--- src/rtl/vic_pkg.sv ---
package vic_pkg;

    localparam int DATA_W = 32;
    localparam int ADDR_W = 6;

    // register word offsets
    localparam int OFS_IRQ_STAT = 0;
    localparam int OFS_FIQ_STAT = 1;
    localparam int OFS_EN_SET   = 2;
    localparam int OFS_EN_CLR   = 3;
    localparam int OFS_CLASS    = 4;
    localparam int OFS_CUR      = 5;
    localparam int OFS_VEC_BASE = 32;

    typedef struct packed {
        logic              sel;
        logic              wr;
        logic [ADDR_W-1:0] addr;
        logic [DATA_W-1:0] wdata;
    } bus_req_t;

    typedef enum logic [1:0] {
        SRC_IDLE     = 2'd0,
        SRC_PEND     = 2'd1,
        SRC_SERV     = 2'd2,
        SRC_SERV_PND = 2'd3
    } src_state_e;

    function automatic logic addr_is(input logic [ADDR_W-1:0] a, input int ofs);
        return a == ADDR_W'(ofs);
    endfunction

    function automatic src_state_e src_state(input logic pend, input logic serv);
        return src_state_e'({serv, pend});
    endfunction

endpackage

--- src/rtl/vic_regs.sv ---
module vic_regs import vic_pkg::*; #(
    parameter int NUM_SRC = 32
) (
    input  logic                           clk,
    input  logic                           rst,
    input  bus_req_t                       bus,
    input  logic [NUM_SRC-1:0]             irq_src,
    input  logic [DATA_W-1:0]              cur_addr,
    output logic [NUM_SRC-1:0]             en_o,
    output logic [NUM_SRC-1:0]             sel_o,
    output logic [NUM_SRC-1:0][DATA_W-1:0] vec_o,
    output logic                           rd_cur_o,
    output logic                           wr_cur_o,
    output logic [DATA_W-1:0]              rdata_o
);

    logic                           wr_en;
    logic                           rd_en;
    logic [NUM_SRC-1:0]             en_q;
    logic [NUM_SRC-1:0]             sel_q;
    logic [NUM_SRC-1:0][DATA_W-1:0] vec_q;

    assign wr_en    = bus.sel &  bus.wr;
    assign rd_en    = bus.sel & ~bus.wr;
    assign rd_cur_o = rd_en & addr_is(bus.addr, OFS_CUR);
    assign wr_cur_o = wr_en & addr_is(bus.addr, OFS_CUR);

    always_ff @(posedge clk) begin
        if (rst) begin
            en_q  <= '0;
            sel_q <= '0;
        end else if (wr_en) begin
            if (addr_is(bus.addr, OFS_EN_SET))
                en_q <= en_q | bus.wdata[NUM_SRC-1:0];
            else if (addr_is(bus.addr, OFS_EN_CLR))
                en_q <= en_q & ~bus.wdata[NUM_SRC-1:0];
            else if (addr_is(bus.addr, OFS_CLASS))
                sel_q <= bus.wdata[NUM_SRC-1:0];
        end
    end

    for (genvar n = 0; n < NUM_SRC; n++) begin : g_vec
        always_ff @(posedge clk) begin
            if (rst)
                vec_q[n] <= '0;
            else if (wr_en && addr_is(bus.addr, OFS_VEC_BASE + n))
                vec_q[n] <= bus.wdata;
        end
    end

    always_comb begin
        rdata_o = '0;
        if (addr_is(bus.addr, OFS_IRQ_STAT))
            rdata_o = DATA_W'(irq_src & en_q & ~sel_q);
        else if (addr_is(bus.addr, OFS_FIQ_STAT))
            rdata_o = DATA_W'(irq_src & en_q & sel_q);
        else if (addr_is(bus.addr, OFS_EN_SET))
            rdata_o = DATA_W'(en_q);
        else if (addr_is(bus.addr, OFS_CLASS))
            rdata_o = DATA_W'(sel_q);
        else if (addr_is(bus.addr, OFS_CUR))
            rdata_o = cur_addr;
        for (int n = 0; n < NUM_SRC; n++)
            if (addr_is(bus.addr, OFS_VEC_BASE + n))
                rdata_o = vec_q[n];
    end

    assign en_o  = en_q;
    assign sel_o = sel_q;
    assign vec_o = vec_q;

endmodule

--- src/rtl/vic_arbiter.sv ---
module vic_arbiter import vic_pkg::*; #(
    parameter int NUM_SRC = 32
) (
    input  logic                           clk,
    input  logic                           rst,
    input  logic [NUM_SRC-1:0]             irq_src,
    input  logic [NUM_SRC-1:0]             en,
    input  logic [NUM_SRC-1:0]             sel,
    input  logic [NUM_SRC-1:0][DATA_W-1:0] vec,
    input  logic                           rd_cur,
    input  logic                           wr_cur,
    input  logic [DATA_W-1:0]              wdata,
    output logic                           irq_o,
    output logic                           fiq_o,
    output logic [DATA_W-1:0]              cur_addr_o,
    output logic [NUM_SRC-1:0]             act_o
);

    localparam int IDX_W = (NUM_SRC > 1) ? $clog2(NUM_SRC) : 1;

    logic [NUM_SRC-1:0] act_q, act_nxt, pend, below, elig, win_oh, top_act;
    logic [IDX_W-1:0]   win_idx, win_q;
    logic               irq_q, fiq_q;
    logic [DATA_W-1:0]  cur_q;

    assign pend    = irq_src & en & ~sel;
    assign top_act = act_q & (~act_q + NUM_SRC'(1));

    // in-service mask after this cycle's acknowledge / retire
    always_comb begin
        act_nxt = act_q;
        if (rd_cur && irq_q)
            act_nxt[win_q] = 1'b1;
        if (wr_cur)
            act_nxt = act_nxt & ~top_act;
    end

    // only sources numbered below the lowest in-service one may compete
    always_comb begin
        if (act_nxt == '0)
            below = '1;
        else
            below = (act_nxt & (~act_nxt + NUM_SRC'(1))) - NUM_SRC'(1);
        elig   = pend & below;
        win_oh = elig & (~elig + NUM_SRC'(1));
        win_idx = '0;
        for (int n = 0; n < NUM_SRC; n++)
            if (win_oh[n])
                win_idx = IDX_W'(n);
    end

    always_ff @(posedge clk) begin
        if (rst) begin
            act_q <= '0;
            irq_q <= 1'b0;
            fiq_q <= 1'b0;
            cur_q <= '0;
            win_q <= '0;
        end else begin
            act_q <= act_nxt;
            irq_q <= |elig;
            fiq_q <= |(irq_src & en & sel);
            if (|elig) begin
                cur_q <= vec[win_idx];
                win_q <= win_idx;
            end else if (wr_cur) begin
                cur_q <= wdata;
            end
        end
    end

    assign irq_o      = irq_q;
    assign fiq_o      = fiq_q;
    assign cur_addr_o = cur_q;
    assign act_o      = act_q;

endmodule

--- src/rtl/vic_core.sv ---
module vic_core import vic_pkg::*; #(
    parameter int NUM_SRC = 32
) (
    input  logic               clk,
    input  logic               rst,
    input  logic [NUM_SRC-1:0] irq_src_i,
    input  logic               bus_sel_i,
    input  logic               bus_wr_i,
    input  logic [ADDR_W-1:0]  bus_addr_i,
    input  logic [DATA_W-1:0]  bus_wdata_i,
    output logic [DATA_W-1:0]  bus_rdata_o,
    output logic               irq_o,
    output logic               fiq_o
);

    bus_req_t                       bus;
    logic [NUM_SRC-1:0]             en_w, sel_w, act_w;
    logic [NUM_SRC-1:0][DATA_W-1:0] vec_w;
    logic                           rd_cur_w, wr_cur_w;
    logic [DATA_W-1:0]              cur_w;

    assign bus = '{sel: bus_sel_i, wr: bus_wr_i, addr: bus_addr_i, wdata: bus_wdata_i};

    vic_regs #(.NUM_SRC(NUM_SRC)) u_regs (
        .clk      (clk),
        .rst      (rst),
        .bus      (bus),
        .irq_src  (irq_src_i),
        .cur_addr (cur_w),
        .en_o     (en_w),
        .sel_o    (sel_w),
        .vec_o    (vec_w),
        .rd_cur_o (rd_cur_w),
        .wr_cur_o (wr_cur_w),
        .rdata_o  (bus_rdata_o)
    );

    vic_arbiter #(.NUM_SRC(NUM_SRC)) u_arb (
        .clk        (clk),
        .rst        (rst),
        .irq_src    (irq_src_i),
        .en         (en_w),
        .sel        (sel_w),
        .vec        (vec_w),
        .rd_cur     (rd_cur_w),
        .wr_cur     (wr_cur_w),
        .wdata      (bus_wdata_i),
        .irq_o      (irq_o),
        .fiq_o      (fiq_o),
        .cur_addr_o (cur_w),
        .act_o      (act_w)
    );

endmodule

--- config.mk ---
export PLATFORM = sky130hd
export DESIGN_NAME = vic_core
export DESIGN_NICKNAME = d
export VERILOG_FILES = /design/src/rtl/vic_pkg.sv /design/src/rtl/vic_regs.sv /design/src/rtl/vic_arbiter.sv /design/src/rtl/vic_core.sv
export SDC_FILE = /design/constraint.sdc
export NUM_CORES = 2
export LEC_CHECK = 0
export ABC_AREA = 1
export BUFFER_PORTS_ARGS = -buffer_cell sky130_fd_sc_hd__buf_2
export CAP_MARGIN = 20
export CELL_PAD_IN_SITES_DETAIL_PLACEMENT = 1
export CELL_PAD_IN_SITES_GLOBAL_PLACEMENT = 1
export CORE_ASPECT_RATIO = 0.8
export CORE_MARGIN = 2
export CORE_UTILIZATION = 35
export CTS_CLUSTER_SIZE = 10
export DETAILED_ROUTE_END_ITERATION = 16
export HOLD_SLACK_MARGIN = 0.1
export PLACE_DENSITY_LB_ADDON = 0.1
export SLEW_MARGIN = 20
export SYNTH_ARGS = -nofsm -noshare
export SYNTH_HDL_FRONTEND = slang
export SYNTH_SLANG_ARGS = --single-unit
--- constraint.sdc ---
create_clock -name clk -period 5.9 [get_ports clk]
set_input_delay 0.295 -clock clk [delete_from_list [all_inputs] [get_ports clk]]
set_output_delay 0.295 -clock clk [all_outputs]
set_load 0.03 [all_outputs]
==> flow_metrics.env <==
export IMPL_critPathKind="register to output port"
export IMPL_cts_clk_slew_worst_paths_ns=0.06
export IMPL_fin_crit_sh=0.9607
export IMPL_slowest_delay_ns=0.51
export IMPL_crit_path_end_kind="output port"
export IMPL_yosysSeqAreaShare=0.3598
export IMPL_multiInputGateArea_sq_um=33080
export IMPL_cp_required_ns=5.61
export IMPL_synth_area_sq_um=64490
export IMPL_cp_slowest_cell="dfxtp_1"
export IMPL_synth_simple_gate_area_frac=0.3115
export IMPL_gp_congestion=0.9326
export IMPL_yosysWarnings=0
export IMPL_synth_fa_ha_area_frac=0
export IMPL_layout_setup_ws_ns=0.2321
export IMPL_synth_xor_area_share=0
export IMPL_layout_commonest_cell="nand2_1"
export IMPL_cp_top_family="simple AND/OR/NAND/NOR gates"
export IMPL_finClkSkew_ns=0.03519
export IMPL_grt_max_degree=230
export IMPL_cts_sinks=1159
export IMPL_post_route_min_period_ns=5.668
export IMPL_insertion_delay_ns=0.81
export IMPL_start_util=0.3533
export IMPL_max_freq_mhz=176.4
export IMPL_drtAntennaViolNets=0
export IMPL_rows=140
export IMPL_cts_tree="yes"
export IMPL_synth_largest_area_cell="dfxtp_1"
export IMPL_drive_above_1_share=0.07341
export IMPL_reg2reg_slack_ns=0.36
export IMPL_seqCellArea_sq_um=23200
export IMPL_syn_num_nets=10320
export IMPL_vias=75700
export IMPL_pre_cts_slack_ns=0.2383
export IMPL_status="completed"
export IMPL_cts_buffers=142
export IMPL_slew_headroom=0.0009185
export IMPL_tightest_slew_ns=1.499
export IMPL_fin_setup_tns_ns=0
export IMPL_maxCapViolations=0
export IMPL_area_growth_pct=12.30
export IMPL_vias_per_cell=6.090
export IMPL_clockRootBuffer="clkbuf_16"
export IMPL_cts_buffer_depth=3
export IMPL_critical_path_max_fanout=2
export IMPL_drc=0
export IMPL_synthMuxAreaShare=0
export IMPL_grtUsageTotal=0.3733
export IMPL_ys_top_cells_by_area="dfxtp_1, nand2_1, o21ai_0, a21oi_1, nand3_1"
export IMPL_drt_iter0_drc=9472
export IMPL_port_buffers=107
export IMPL_synth_top_family_by_area="simple AND/OR/NAND/NOR gates"
export IMPL_ir_drop_uv=211.2
export IMPL_io_pins=108
export IMPL_synth_compound_area_share=0.1954
export IMPL_synth_top_area_frac=0.3598
export IMPL_avgRoutedWirePerCell_microns=29.31
export IMPL_postCtsSetupBuffers=0
export IMPL_htree_levels=4
export IMPL_p_leak_nw=28.25
export IMPL_critPathLaunchType="register"
export IMPL_drv_slew=0
export IMPL_nFillCells=23620
export IMPL_drt_wl_total_microns=364300
export IMPL_core_sq_um=182500
export IMPL_dieArea_sq_um=187700
export IMPL_layout_common_cells="nand2_1, inv_1, o21ai_0"
export IMPL_rsz0062_at_grt="no"
export IMPL_grt_pass1_wl_microns=523000
export IMPL_cp_num_buf_inv=2
export IMPL_grt_pass1_vias=72830
export IMPL_antenna_found_initial=35
export IMPL_hold_viol=0
export IMPL_synthCells=10250
export IMPL_synth_edff_count=0
export IMPL_place_hpwl_microns=247400
export IMPL_overflow=0
export IMPL_setup_viol=0
export IMPL_fp_dieW_microns=483.9
export IMPL_powerDensity_nw_per_um2=248.8
export IMPL_synth_ff_type="dfxtp_1"
export IMPL_layout_nets=10010
export IMPL_synth_cell_type_count=48
export IMPL_synth_async_reset_ratio=0
export IMPL_synth_seq_cells=1159
export IMPL_cp_cell_sequence="nand2_1, nand2_1, nor2_1, o2111ai_1, nor2_1, nand3_1, nor3_1, nand3b_1, nand2_1, nand4_1, nand2_1, nand4_1, nor2_1, nand4_1, nor2_1, nand4_1, nor2_1, nand4_1, nor2_1, nand4_1, buf_4, buf_2"
export IMPL_dr_pass1_iters=5
export IMPL_worstPathArrival_ns=5.37
export IMPL_dieHeight_microns=387.9
export IMPL_syn_area_per_cell_sq_um=6.292
export IMPL_hold_class="primary input to register"
## state kept, by name, summed over array words and instances (netlist names), named ones only
| signal | flops |
|---|---|
| u_arb.win_q | 5 |
| u_arb.act_o | 32 |
| u_arb.cur_addr_o | 32 |
| u_arb.fiq_o | 1 |
| u_regs.vec_o | 1024 |
| u_regs.sel_o | 32 |
| u_arb.irq_o | 1 |
## timing repair
action | in CTS | in global routing
endpoints found under the setup margin | 0 | 9
hold buffers | 11 | 0
endpoints found under the hold margin | 71 | 0
resized for setup | 0 | 6
## stage by stage
| step | instances | total power [mW] | utilization | cell area (sq um) | hold slack [ns] |
|---|---|---|---|---|---|
| floorplan | 10250 | 8.845 | - | 64490 | 0.4410 |
| global placement | 12190 | 9.598 | 0.3725 | 68000 | 0.4530 |
| detailed placement | 12200 | 9.610 | 0.3727 | 68030 | 0.4615 |
| CTS | 12430 | 18.03 | 0.3964 | 72350 | 0.1132 |
| global route | 12430 | 18.44 | 0.3967 | 72410 | 0.1288 |
| finish | 12430 | 18.02 | 0.3968 | 72420 | 0.1735 |
## logic make-up (layout without fill, tap and decap cells)
group,count (synthesis),in the layout
other,0,4
AOI/OAI and AO/OA,2460,2460
buffers and inverters,2210,1972
DFF,1159,1159
and+or+nand+nor,4421,4421
## worst reg2reg max path, delay by kind of cell (launching register included)
family / cells / cell delay, ns
buffers and inverters: 4 / 1.00
flip-flops: 1 / 0.32
AND/OR/NAND/NOR: 27 / 4.12
## where the power goes
part           switching, mW  internal (mW)  total (mW)
registers             0.0710           7.88        7.95
logic                   1.20          0.351        1.55
clock network           3.82           4.70        8.52
total                   5.09           12.9        18.0
## routing by layer
metal | part of all wire | track usage | vias to the layer above
li1 | - | - | 33450
met1 | 0.45 | 0.5396 | 38020
met2 | 0.41 | 0.5403 | 3572
met3 | 0.099 | 0.07878 | 640
met4 | 0.039 | 0.1351 | 18
met5 | 0.00033 | 0 | -
## layout make-up
class | count | share of cell area
multi-input cells | 6881 | 0.4567
flip-flops and latches | 1159 | 0.3204
diodes | 4 | 0.0001382
repair buffers | 429 | 0.05414
well taps | 2414 | 0.04170
inverters | 1324 | 0.06883
clock inverters | 16 | 0.002643
clock buffers | 203 | 0.05547
## synth_stat cells, types with 9 or more instances
cell type  number
nand2_2         9
dfxtp_1      1159
o21ai_1        12
buf_2         170
clkbuf_1      677
buf_1          20
a311oi_1       32
o211ai_1       13
nand2_1      1828
inv_1        1262
nor3_1         78
nor2_1        639
clkinv_1       41
buf_4          15
inv_2          20
nand4_1       717
o21ai_0      1187
nand3_1      1112
a21oi_1      1174
## worst paths after layout
path                                     start                                 to  depth (start not counted)
max reg2reg          u_arb.act_o[0]$_SDFF_PP0_  u_arb.cur_addr_o[10]$_SDFFE_PP0P_                         31
min                            bus_wdata_i[11]                           register                          3
max          u_arb.cur_addr_o[30]$_SDFFE_PP0P_                    bus_rdata_o[30]                         22
min reg2reg     u_regs.vec_o[843]$_SDFFE_PP0P_     u_regs.vec_o[843]$_SDFFE_PP0P_                          2
No activity file was read; power rests on OpenSTA's default activity.
